### src/rtl/i2s_tx_pkg.sv
package i2s_tx_pkg;
  localparam int unsigned WORD_W = 32;
  localparam int unsigned HALF_W = 16;
  localparam int unsigned LEN_W  = 5;

  typedef enum logic [1:0] {
    FMT_HALF = 2'd0,  // both channels in one entry
    FMT_TWO  = 2'd1,  // one entry per channel
    FMT_PACK = 2'd2,  // 48-bit pair over two entries
    FMT_MONO = 2'd3   // one entry, one channel
  } fetch_fmt_e;

  function automatic fetch_fmt_e pick_fmt(input logic [LEN_W-1:0] len_m1,
                                          input logic mono, input logic pack48);
    if (mono) return FMT_MONO;
    if (len_m1 < LEN_W'(16)) return FMT_HALF;
    if (pack48 && len_m1 < LEN_W'(24)) return FMT_PACK;
    return FMT_TWO;
  endfunction

  function automatic logic needs_pair(input fetch_fmt_e f);
    return (f == FMT_TWO) || (f == FMT_PACK);
  endfunction
endpackage

### src/rtl/i2s_tx_fifo.sv
module i2s_tx_fifo #(
  parameter int unsigned DEPTH = 8,
  parameter int unsigned DW    = 32,
  localparam int unsigned AW    = $clog2(DEPTH),
  localparam int unsigned LVL_W = $clog2(DEPTH + 1)
) (
  input  logic             clk_i,
  input  logic             rst_ni,
  input  logic             push_i,
  input  logic [DW-1:0]    push_data_i,
  input  logic             pop_i,
  input  logic             pop_pair_i,
  output logic [DW-1:0]    head0_o,
  output logic [DW-1:0]    head1_o,
  output logic [LVL_W-1:0] level_o,
  output logic             full_o
);
  logic [DW-1:0]    mem_q [DEPTH];
  logic [AW-1:0]    wr_ptr_q, rd_ptr_q;
  logic [LVL_W-1:0] level_q, pop_n;
  logic             accept;

  assign full_o  = (level_q == LVL_W'(DEPTH));
  assign accept  = push_i && !full_o;
  assign pop_n   = pop_i ? (pop_pair_i ? LVL_W'(2) : LVL_W'(1)) : '0;
  assign head0_o = mem_q[rd_ptr_q];
  assign head1_o = mem_q[rd_ptr_q + AW'(1)];
  assign level_o = level_q;

  always_ff @(posedge clk_i) begin
    if (accept) mem_q[wr_ptr_q] <= push_data_i;
  end

  always_ff @(posedge clk_i or negedge rst_ni) begin
    if (!rst_ni) begin
      wr_ptr_q <= '0;
      rd_ptr_q <= '0;
      level_q  <= '0;
    end else begin
      if (accept) wr_ptr_q <= wr_ptr_q + AW'(1);
      rd_ptr_q <= rd_ptr_q + AW'(pop_n);
      level_q  <= level_q + LVL_W'(accept) - pop_n;
    end
  end
endmodule

### src/rtl/i2s_tx_unpack.sv
module i2s_tx_unpack
  import i2s_tx_pkg::*;
(
  input  fetch_fmt_e        fmt_i,
  input  logic [WORD_W-1:0] e0_i,
  input  logic [WORD_W-1:0] e1_i,
  output logic [WORD_W-1:0] left_o,
  output logic [WORD_W-1:0] right_o
);
  always_comb begin
    unique case (fmt_i)
      FMT_HALF: begin
        left_o  = {{HALF_W{1'b0}}, e0_i[HALF_W-1:0]};
        right_o = {{HALF_W{1'b0}}, e0_i[WORD_W-1:HALF_W]};
      end
      FMT_PACK: begin
        left_o  = {8'h00, e0_i[23:0]};
        right_o = {8'h00, e1_i[15:0], e0_i[31:24]};
      end
      FMT_MONO: begin
        left_o  = e0_i;
        right_o = '0;
      end
      default: begin
        left_o  = e0_i;
        right_o = e1_i;
      end
    endcase
  end
endmodule

### src/rtl/i2s_tx_clkgen.sv
module i2s_tx_clkgen #(
  parameter int unsigned DIV_W = 8,
  parameter int unsigned FRM_W = 9
) (
  input  logic             clk_i,
  input  logic             rst_ni,
  input  logic             en_i,
  input  logic [DIV_W-1:0] div_m1_i,
  input  logic [FRM_W-1:0] frame_m1_i,
  output logic             run_o,
  output logic             phase_o,
  output logic [FRM_W-1:0] slot_o,
  output logic             load_o
);
  logic             run_q, phase_q;
  logic [DIV_W-1:0] div_cnt_q;
  logic [FRM_W-1:0] slot_q;
  logic             half_end, frame_end;

  assign half_end  = (div_cnt_q == div_m1_i);
  assign frame_end = run_q && half_end && phase_q && (slot_q >= frame_m1_i);
  assign load_o    = en_i && (!run_q || frame_end);
  assign run_o     = run_q;
  assign phase_o   = phase_q;
  assign slot_o    = slot_q;

  always_ff @(posedge clk_i or negedge rst_ni) begin
    if (!rst_ni) begin
      run_q     <= 1'b0;
      phase_q   <= 1'b0;
      div_cnt_q <= '0;
      slot_q    <= '0;
    end else if (!en_i) begin
      run_q     <= 1'b0;
      phase_q   <= 1'b0;
      div_cnt_q <= '0;
      slot_q    <= '0;
    end else if (!run_q) begin
      run_q <= 1'b1;
    end else if (half_end) begin
      div_cnt_q <= '0;
      phase_q   <= ~phase_q;
      if (phase_q) slot_q <= (slot_q >= frame_m1_i) ? '0 : slot_q + FRM_W'(1);
    end else begin
      div_cnt_q <= div_cnt_q + DIV_W'(1);
    end
  end
endmodule

### src/rtl/i2s_tx_serializer.sv
module i2s_tx_serializer
  import i2s_tx_pkg::*;
#(
  parameter int unsigned DEPTH = 8,
  parameter int unsigned DIV_W = 8,
  parameter int unsigned FRM_W = 9,
  localparam int unsigned WM_W  = $clog2(DEPTH),
  localparam int unsigned LVL_W = $clog2(DEPTH + 1)
) (
  input  logic              clk_i,
  input  logic              rst_ni,
  input  logic              en_i,
  input  logic              wr_i,
  input  logic [WORD_W-1:0] wr_data_i,
  input  logic              wr_hi_i,
  input  logic [HALF_W-1:0] wr_hi_data_i,
  input  logic [LEN_W-1:0]  cfg_len_m1_i,
  input  logic [FRM_W-1:0]  cfg_frame_m1_i,
  input  logic [DIV_W-1:0]  cfg_div_m1_i,
  input  logic [FRM_W-1:0]  cfg_pos_i,
  input  logic              cfg_mono_i,
  input  logic              cfg_pack48_i,
  input  logic              cfg_swap_i,
  input  logic              cfg_sck_inv_i,
  input  logic              cfg_ws_inv_i,
  input  logic              cfg_zero_fill_i,
  input  logic [WM_W-1:0]   cfg_wmark_i,
  input  logic              err_clr_i,
  output logic              sck_o,
  output logic              ws_o,
  output logic              sd_o,
  output logic              lvl_irq_o,
  output logic              underrun_o,
  output logic              full_o
);
  localparam int unsigned CW = FRM_W + 2;

  fetch_fmt_e        fmt;
  logic              pair, avail, load_fire, pop_fire, err_set, err_q;
  logic [LVL_W-1:0]  fifo_level;
  logic [WORD_W-1:0] head0, head1, unp_left, unp_right;
  logic [WORD_W-1:0] left_q, right_q, first_smp, second_smp;
  logic              run, phase;
  logic [FRM_W-1:0]  slot;
  logic              push;
  logic [WORD_W-1:0] push_data;

  // one write port per cycle; the full word wins
  assign push      = wr_i || wr_hi_i;
  assign push_data = wr_i ? wr_data_i : {{(WORD_W-HALF_W){1'b0}}, wr_hi_data_i};

  assign fmt      = pick_fmt(cfg_len_m1_i, cfg_mono_i, cfg_pack48_i);
  assign pair     = needs_pair(fmt);
  assign avail    = pair ? (fifo_level >= LVL_W'(2)) : (fifo_level >= LVL_W'(1));
  assign pop_fire = load_fire && avail;
  assign err_set  = load_fire && !avail;

  i2s_tx_fifo #(.DEPTH(DEPTH), .DW(WORD_W)) u_fifo (
    .clk_i       (clk_i),
    .rst_ni      (rst_ni),
    .push_i      (push),
    .push_data_i (push_data),
    .pop_i       (pop_fire),
    .pop_pair_i  (pair),
    .head0_o     (head0),
    .head1_o     (head1),
    .level_o     (fifo_level),
    .full_o      (full_o)
  );

  i2s_tx_unpack u_unpack (
    .fmt_i   (fmt),
    .e0_i    (head0),
    .e1_i    (head1),
    .left_o  (unp_left),
    .right_o (unp_right)
  );

  i2s_tx_clkgen #(.DIV_W(DIV_W), .FRM_W(FRM_W)) u_clkgen (
    .clk_i      (clk_i),
    .rst_ni     (rst_ni),
    .en_i       (en_i),
    .div_m1_i   (cfg_div_m1_i),
    .frame_m1_i (cfg_frame_m1_i),
    .run_o      (run),
    .phase_o    (phase),
    .slot_o     (slot),
    .load_o     (load_fire)
  );

  always_ff @(posedge clk_i or negedge rst_ni) begin
    if (!rst_ni) begin
      left_q  <= '0;
      right_q <= '0;
      err_q   <= 1'b0;
    end else begin
      if (pop_fire) begin
        left_q  <= unp_left;
        right_q <= unp_right;
      end else if (err_set && cfg_zero_fill_i) begin
        left_q  <= '0;
        right_q <= '0;
      end
      if (err_set)        err_q <= 1'b1;
      else if (err_clr_i) err_q <= 1'b0;
    end
  end

  // slot windows and bit index
  logic [CW-1:0] s_w, h_w, p_w, l_w, s2_w;
  logic          win1, win2, ws_raw;
  logic [4:0]    idx1, idx2;

  assign s_w  = CW'(slot);
  assign h_w  = (CW'(cfg_frame_m1_i) + CW'(1)) >> 1;
  assign p_w  = CW'(cfg_pos_i);
  assign l_w  = CW'(cfg_len_m1_i) + CW'(1);
  assign s2_w = s_w - h_w;
  assign ws_raw = (s_w >= h_w);
  assign win1 = (s_w > p_w) && (s_w <= p_w + l_w);
  assign win2 = ws_raw && (s2_w > p_w) && (s2_w <= p_w + l_w);
  assign idx1 = 5'(p_w + l_w - s_w);
  assign idx2 = 5'(p_w + l_w - s2_w);

  assign first_smp  = cfg_swap_i ? right_q : left_q;
  assign second_smp = cfg_swap_i ? left_q  : right_q;

  always_comb begin
    sd_o = 1'b0;
    if (run) begin
      if (win1)      sd_o = first_smp[idx1];
      else if (win2) sd_o = second_smp[idx2];
    end
  end

  assign sck_o      = phase ^ cfg_sck_inv_i;
  assign ws_o       = ws_raw ^ cfg_ws_inv_i;
  assign lvl_irq_o  = (fifo_level <= LVL_W'(cfg_wmark_i));
  assign underrun_o = err_q;
endmodule

### config.mk
export PLATFORM = sky130hd
export DESIGN_NAME = i2s_tx_serializer
export DESIGN_NICKNAME = d
export VERILOG_FILES = /design/src/rtl/i2s_tx_pkg.sv /design/src/rtl/i2s_tx_fifo.sv /design/src/rtl/i2s_tx_unpack.sv /design/src/rtl/i2s_tx_clkgen.sv /design/src/rtl/i2s_tx_serializer.sv
export SDC_FILE = /design/constraint.sdc
export NUM_CORES = 1
export LEC_CHECK = 0
export ABC_AREA = 1
export CAP_MARGIN = 15
export CORE_ASPECT_RATIO = 0.7
export CORE_MARGIN = 2
export CORE_UTILIZATION = 40
export DETAILED_ROUTE_END_ITERATION = 6
export GPL_ROUTABILITY_DRIVEN = 1
export SLEW_MARGIN = 20
export SYNTH_ARGS = -nofsm -noshare
export SYNTH_HDL_FRONTEND = slang
export SYNTH_SLANG_ARGS = --single-unit
### constraint.sdc
create_clock -name clk_i -period 4.3 [get_ports clk_i]
set_input_delay 0.645 -clock clk_i [delete_from_list [all_inputs] [get_ports clk_i]]
set_output_delay 0.645 -clock clk_i [all_outputs]
set_load 0.05 [all_outputs]
; ---- Word-level counts from Yosys, hierarchy flattened
; Memories as Yosys holds them, arrays and structs flattened.
; Cells that the tools add are included.
[totals]
register_bits = 94
mem_bits_rw = 256
input_bits = 94
out_inout_bits = 6
memories = 1
[memory_table]
columns = memory, depth, width, read_ports, rd_clocked_by_memory_dff, write_ports, line_no
row1 = u_fifo.mem_q, 8, 32, 2, 0, 1, i2s_tx_fifo.sv:18  ; logic [DW-1:0] mem_q [DEPTH];
[classes]
add_sub_neg = 13
order_cmp = 13
eq_ne = 8
n_mux = 46
bitwise_logic = 3
reduce_logical = 23
[ops]
columns = cell, n
row1 = $mux W32, 6
row2 = $pmux W32 S3, 1
row3 = $pmux W32 S2, 1
row4 = $mux W9, 5
row5 = $mux W8, 3
row6 = $mux W1, 20
row7 = $ge A9 B9 Y1, 2
row8 = $mux W2, 7
row9 = $logic_and A1 B1 Y1, 12
row10 = $lt A5 B6 Y1 const B, 2
row11 = $gt A11 B9 Y1, 1
row12 = $le A11 B10 Y1, 1
row13 = $add A9 B1 Y10 const B, 1
row14 = $add A9 B6 Y10, 1
row15 = $bmux W1 S5, 2
row16 = $le A9 B10 Y1, 1
row17 = $lt A5 B5 Y1 const B, 2
row18 = $sub A5 B5 Y5, 2
row19 = $sub A9 B9 Y10, 1
row20 = $add A9 B1 Y9 const B, 1
row21 = $gt A9 B9 Y1, 1
row22 = $add A8 B1 Y8 const B, 1
row23 = $eq A8 B8 Y1, 1
row24 = $add A3 B1 Y3 const B, 2
row25 = 20 further kinds, 29

; ---- Logic depth before layout (Yosys ltp)
[depth]
word_depth = 16
mapped_depth = 23
ltp_nobuf = 23

; ---- Hierarchy
; A second synthesis with hierarchy kept.
[unflattened]
hier_cells = 3038
hier_area_um2 = 22855.7
[by_module_without_submodules]
columns = mod, n_inst, cells_each, area_per_inst_um2, seq_area_each_um2
row1 = i2s_tx_fifo, 1, 1766, 14277.4, 7937.6
row2 = i2s_tx_serializer, 1, 878, 6119.6, 1626.6
row3 = i2s_tx_clkgen, 1, 227, 1571.5, 475.5
row4 = i2s_tx_unpack, 1, 167, 887.1, 0.0

; ---- Least setup slack after synthesis
; No wires, ideal clock.
[synth_path]
kind = input port to output port
startpoint = in cfg_frame_m1_i[0]
endpoint = out sd_o
arrival_time_ps = 3714
t_required_ps = 3655
path_slack_ps = -59
cell_stages = 19
n_path_buf = 0
cell_sequence = ha_1 -> ha_1 -> fa_1 -> o21bai_1 -> nand2_1 -> nand2_1 -> xor2_1 -> ha_1 -> nand2_1 -> inv_1 -> a21oi_1 -> nand2_1 -> nand2_1 -> nand2_1 -> nand2_1 -> nand4_1 -> nor2_1 -> nand2_1 -> a21oi_1
[synth_via]
elab_chain_cells = 8
word_cells_on_any_way = 13
cone_classes = 3 x add/sub / 3 x order compare / 5 x mux / 2 x reduce/logical
[synth_lines]
columns = item, line_no
row1 = from (decl), i2s_tx_serializer.sv:18  ; input logic [FRM_W-1:0] cfg_frame_m1_i,
row2 = $add A9 B1 Y10 (*), i2s_tx_serializer.sv:115  ; assign h_w = (CW'(cfg_frame_m1_i) + CW'(1)) >> 1;
row3 = $sub A9 B9 Y10, i2s_tx_serializer.sv:118  ; assign s2_w = s_w - h_w;
row4 = $sub A5 B5 Y5 / $gt A11 B9 Y1 (equally long branches), "i2s_tx_serializer.sv:123, i2s_tx_serializer.sv:121"
row5 = $bmux W1 S5 / $logic_and A1 B1 Y1 (equally long branches), "i2s_tx_serializer.sv:132, i2s_tx_serializer.sv:121"
row6 = $mux W1 (implied by the code) / $logic_and A1 B1 Y1 (equally long branches), "i2s_tx_serializer.sv:132, i2s_tx_serializer.sv:121"
row7 = $mux W1 (*), i2s_tx_serializer.sv:132  ; else if (win2) sd_o = second_smp[idx2];
row8 = $mux W1 (*), i2s_tx_serializer.sv:131  ; if (win1) sd_o = first_smp[idx1];
row9 = $mux W1 (*), i2s_tx_serializer.sv:130  ; if (run) begin
row10 = to (decl), i2s_tx_serializer.sv:31  ; output logic sd_o,
; Every way passes the cells marked *; elsewhere a longest branch is shown, timed or not. The select of a mux whose other input is x is not followed.

; ---- Final worst setup path
[layout_path]
startpoint = in cfg_pos_i[4]
endpoint = out sd_o
[layout_via]
elab_chain_cells = 7
word_cells_on_any_way = 17
cone_classes = 3 x add/sub / 4 x order compare / 7 x mux / 3 x reduce/logical
[layout_lines]
columns = item, line_no
row1 = from (decl), i2s_tx_serializer.sv:20  ; input logic [FRM_W-1:0] cfg_pos_i,
row2 = $add A9 B6 Y10, "i2s_tx_serializer.sv:122, i2s_tx_serializer.sv:123"
row3 = $sub A5 B5 Y5, i2s_tx_serializer.sv:123  ; assign idx2 = 5'(p_w + l_w - s2_w);
row4 = $bmux W1 S5, i2s_tx_serializer.sv:132
row5 = $mux W1 (implied by the code), i2s_tx_serializer.sv:132
row6 = $mux W1, i2s_tx_serializer.sv:132
row7 = $mux W1 (*), i2s_tx_serializer.sv:131
row8 = $mux W1 (*), i2s_tx_serializer.sv:130
; Marked as above.

==> impl_metrics.ini <==
[status]
status = finished, final reports clean

[detailed_routing]
drtIter0Drc = 2067
vias = 18330
vias_per_cell = 5.595
route.detailed.drc = 0
met3_length_mm = 5.665
wl_met1_mm = 30.39
wire_per_inst_um = 20.04
route.met2.wl_mm = 28.55
drt-total-wl_mm = 65.67
antenna_left = 0
dr.pass1.iters = 6
top_layer = met4

[sta]
slew_violations = 0
min_period_ps = 4242
fin_skew_ps = 35.66
tightest_slew_ps = 976.4
final.setup.worst_slack_ps = 58.22
hold_violations = 0
timing.fmax_ghz = 0.2358
min_period_over_period_pct = 98.65
rsz0062_at_grt = true
relSlewSlack_pct = 34.91
setup_viol = 0

[yosys]
postSynthAreaPerCell_sq_um = 8.474
netlist_instances = 2432
yosysSeqAreaShare_pct = 48.72
ys.warnings.count = 0
synth.distinct_cells = 49
synth_edf_count = 256
synthFlopType = edfxtp_1
synth-seq-cells = 350
syn-cell-area_sq_mm = 0.02061
syn_nets = 2617
ys_async_sr_fraction_pct = 26.86

[floorplan]
die_area_sq_mm = 0.05338
core_area_sq_mm = 0.05085
io_pins = 100
fp.dieW_um = 275.3
initial_core_util_pct = 40.53
rows = 69
die_y_um = 193.9

[clocking]
clock_tree.root_cell = clkbuf_16
cts.hold.buffers_added = 0
clock_sinks = 350
numCtsBuffers = 37
clk_latency_ps = 540
clockBufferDepth = 3
cts_max_level = 2
cts_tree = done
clk_pin_slew_ps = 60

[setup_path]
reg2reg_depth = 15
critPathMaxStageDelay_ps = 550
critPathMaxFanout = 3
crit_slowest_cell = clkdlybuf4s50_1
worstSetupEndpoint = sd_o
worstPathCellList = clkdlybuf4s50_1, ha_4, a21oi_2, o21ai_2, buf_4, xor2_1, buf_4, ha_1, nand2_2, buf_4, nor4_4, nor2_1, a21oi_2, inv_1, a21oi_2, buf_12
crit_family = buffers and inverters
critical_path_required_ps = 3650
end_kind = output pin
crit_cells = 16
worst-setup-path-type = primary input to output pin
startpoint = cfg_pos_i[4]
r2r_end = u_fifo.level_o[2]
r2r_start = u_clkgen.slot_o[7]
startpoint_type = primary input
arrival_ps = 3600
rrSetupSlack_ps = 780
cp_num_buf_inv = 6

[power_and_ir_drop]
peakVddDrop_mv = 0.6372
power.total_w = 0.01632
power.leakage_nw = 10.15
power_density_mw_per_mm2 = 663.3

[placed_design]
placed_area_sq_mm = 0.02293
gp_congestion = 0.9657
io_buffer_count = 99
pre_cts_ws_ps = -540.4
place_hpwl_mm = 43.63

[global_routing]
grt_max_degree = 186
grt_pass1_vias = 17367
grt_use_total_pct = 24.14
grt_first_pass_wirelength_mm = 100.1
antenna_found_initial = 0
grt_overflow = 0

[cells_and_area]
final_net_count = 2759
antenna_cells = 0
seq_area_sq_mm = 0.01005
drive_above_1_share_pct = 13.03
n_fill_cell = 4704
multiInputGateArea_sq_mm = 0.009814
final_area_sq_mm = 0.02461
areaGrowthSynthToFinish_pct = 19.40

[worst_hold_path]
holdCritPathClass = primary input to asynchronous set/reset pin

[run]
max-cap-violations = 0
[metrics by stage]
stage	TNS, ps	utilization [%]	instances	hold WS, ps
detailed placement	-540.4	45.10	3200	500.3
CTS	0	47.87	3270	286.1
global route	-93.77	48.39	3276	332.0
global placement	-441.9	45.10	3200	496.7
floorplan	0	-	2432	349.4
finish	0	48.39	3276	246.2
[placed cells by master (no fill, tap or decap), types with 13 or more instances in the layout]
cell type / n
a21oi_1: 91
buf_4: 140
clkbuf_16: 38
clkdlybuf4s50_1: 80
dfrtp_1: 91
edfxtp_1: 256
ha_1: 72
inv_1: 134
inv_2: 13
mux2_2: 16
nand2_1: 644
nand3_1: 290
nand3b_1: 13
nand4_1: 13
nor2_1: 154
o21ai_0: 217
o21ai_1: 54
o221ai_1: 46
xnor2_1: 15
xor2_1: 21
[routing by layer]
metal / track usage (%) / vias up
met2: 36.15 / 839
met3: 3.381 / 98
met5: 0 / -
met1: 36.89 / 8761
li1: - / 8632
met4: 5.305 / 0
[state kept, by name, summed over array words and instances, names as in the netlist]
register and cells:
u_fifo.wr_ptr_q 3, u_clkgen.run_o 1, underrun_o 1, u_clkgen.slot_o 9, u_fifo.mem_q 256, u_clkgen.phase_o 1, u_fifo.level_o 4, u_fifo.rd_ptr_q 3
right_q 32, u_clkgen.div_cnt_q 8, left_q 32
[worst min-delay path by stage]
| stage | to | cells past startpoint | slack, ps | start |
|---|---|---|---|---|
| global placement | right_q[2] | 2 | 500 | right_q[2] |
| floorplan | left_q[0] | 0 | 350 | rst_ni |
| global route | underrun_o | 1 | 330 | rst_ni |
| finish | underrun_o | 1 | 250 | rst_ni |
| CTS | right_q[30] | 1 | 290 | rst_ni |
| detailed placement | right_q[3] | 2 | 500 | right_q[3] |
[kinds of logic after synthesis]
family / count (synthesis) / share of synthesized area (%)
mux: 16 / 0.8743
compound gates: 456 / 12.46
simple gates: 1174 / 23.87
buf+inv: 296 / 6.211
fa+ha+maj: 91 / 5.743
flops: 350 / 48.72
xor+xnor: 49 / 2.119
[area by class of cell]
cell class,instances,share of cell area (%)
clock buffers,54,4.287
clock inverters,13,0.3763
flip-flops and latches,350,40.83
repair buffers,248,8.863
multi-input cells,1786,39.89
well taps,674,3.427
inverters,151,2.334
[where the power goes]
part | switching [W] | internal, W
combinational | 0.00566 | 0.00250
clock | 0.00135 | 0.00172
sequential | 0.000532 | 0.00456
total | 0.00754 | 0.00878
[cell usage after synthesis (4+ instances only)]
library cell | instances | area share, %
mux2_2 | 16 | 0.87
nor3_1 | 10 | 0.24
nor2_1 | 170 | 3.1
inv_2 | 4 | 0.073
fa_1 | 6 | 0.58
ha_1 | 85 | 5.2
o221ai_1 | 46 | 2.0
nand3b_1 | 13 | 0.47
a21oi_1 | 103 | 2.5
a32o_1 | 7 | 0.34
buf_4 | 9 | 0.33
and2_1 | 8 | 0.24
o21ai_0 | 221 | 5.4
o21ai_1 | 54 | 1.3
a211oi_1 | 8 | 0.29
buf_6 | 7 | 0.38
nand4_1 | 13 | 0.39
buf_2 | 65 | 1.6
nand2_1 | 657 | 12
xnor2_1 | 22 | 0.93
xor2_1 | 26 | 1.1
clkbuf_1 | 58 | 1.1
inv_1 | 145 | 2.6
edfxtp_1 | 256 | 37
buf_1 | 5 | 0.091
dfrtp_1 | 94 | 11
nand3_1 | 293 | 7.1
[worst register-to-register path: stages (launching register included)]
cell and delay [ps]:
dfrtp_1 580, ha_1 380, nand2_1 80, nor2_1 150, nand3b_1 90, nand4_1 200
inv_2 110, o21ai_2 340, nand2_1 120, nor2_1 210, ha_1 270, inv_1 50
ha_1 150, inv_1 60, fa_1 430, xnor2_1 140
[timing repair]
item | 4_1_cts | 5_1_grt
pin swaps | 40 | 45
gates resized for setup | 86 | 53
buffers inserted | 3 | 6
endpoints found under the setup margin | 1 | 1
gates cloned | 0 | 0
No activity file was read; power rests on OpenSTA's default activity.
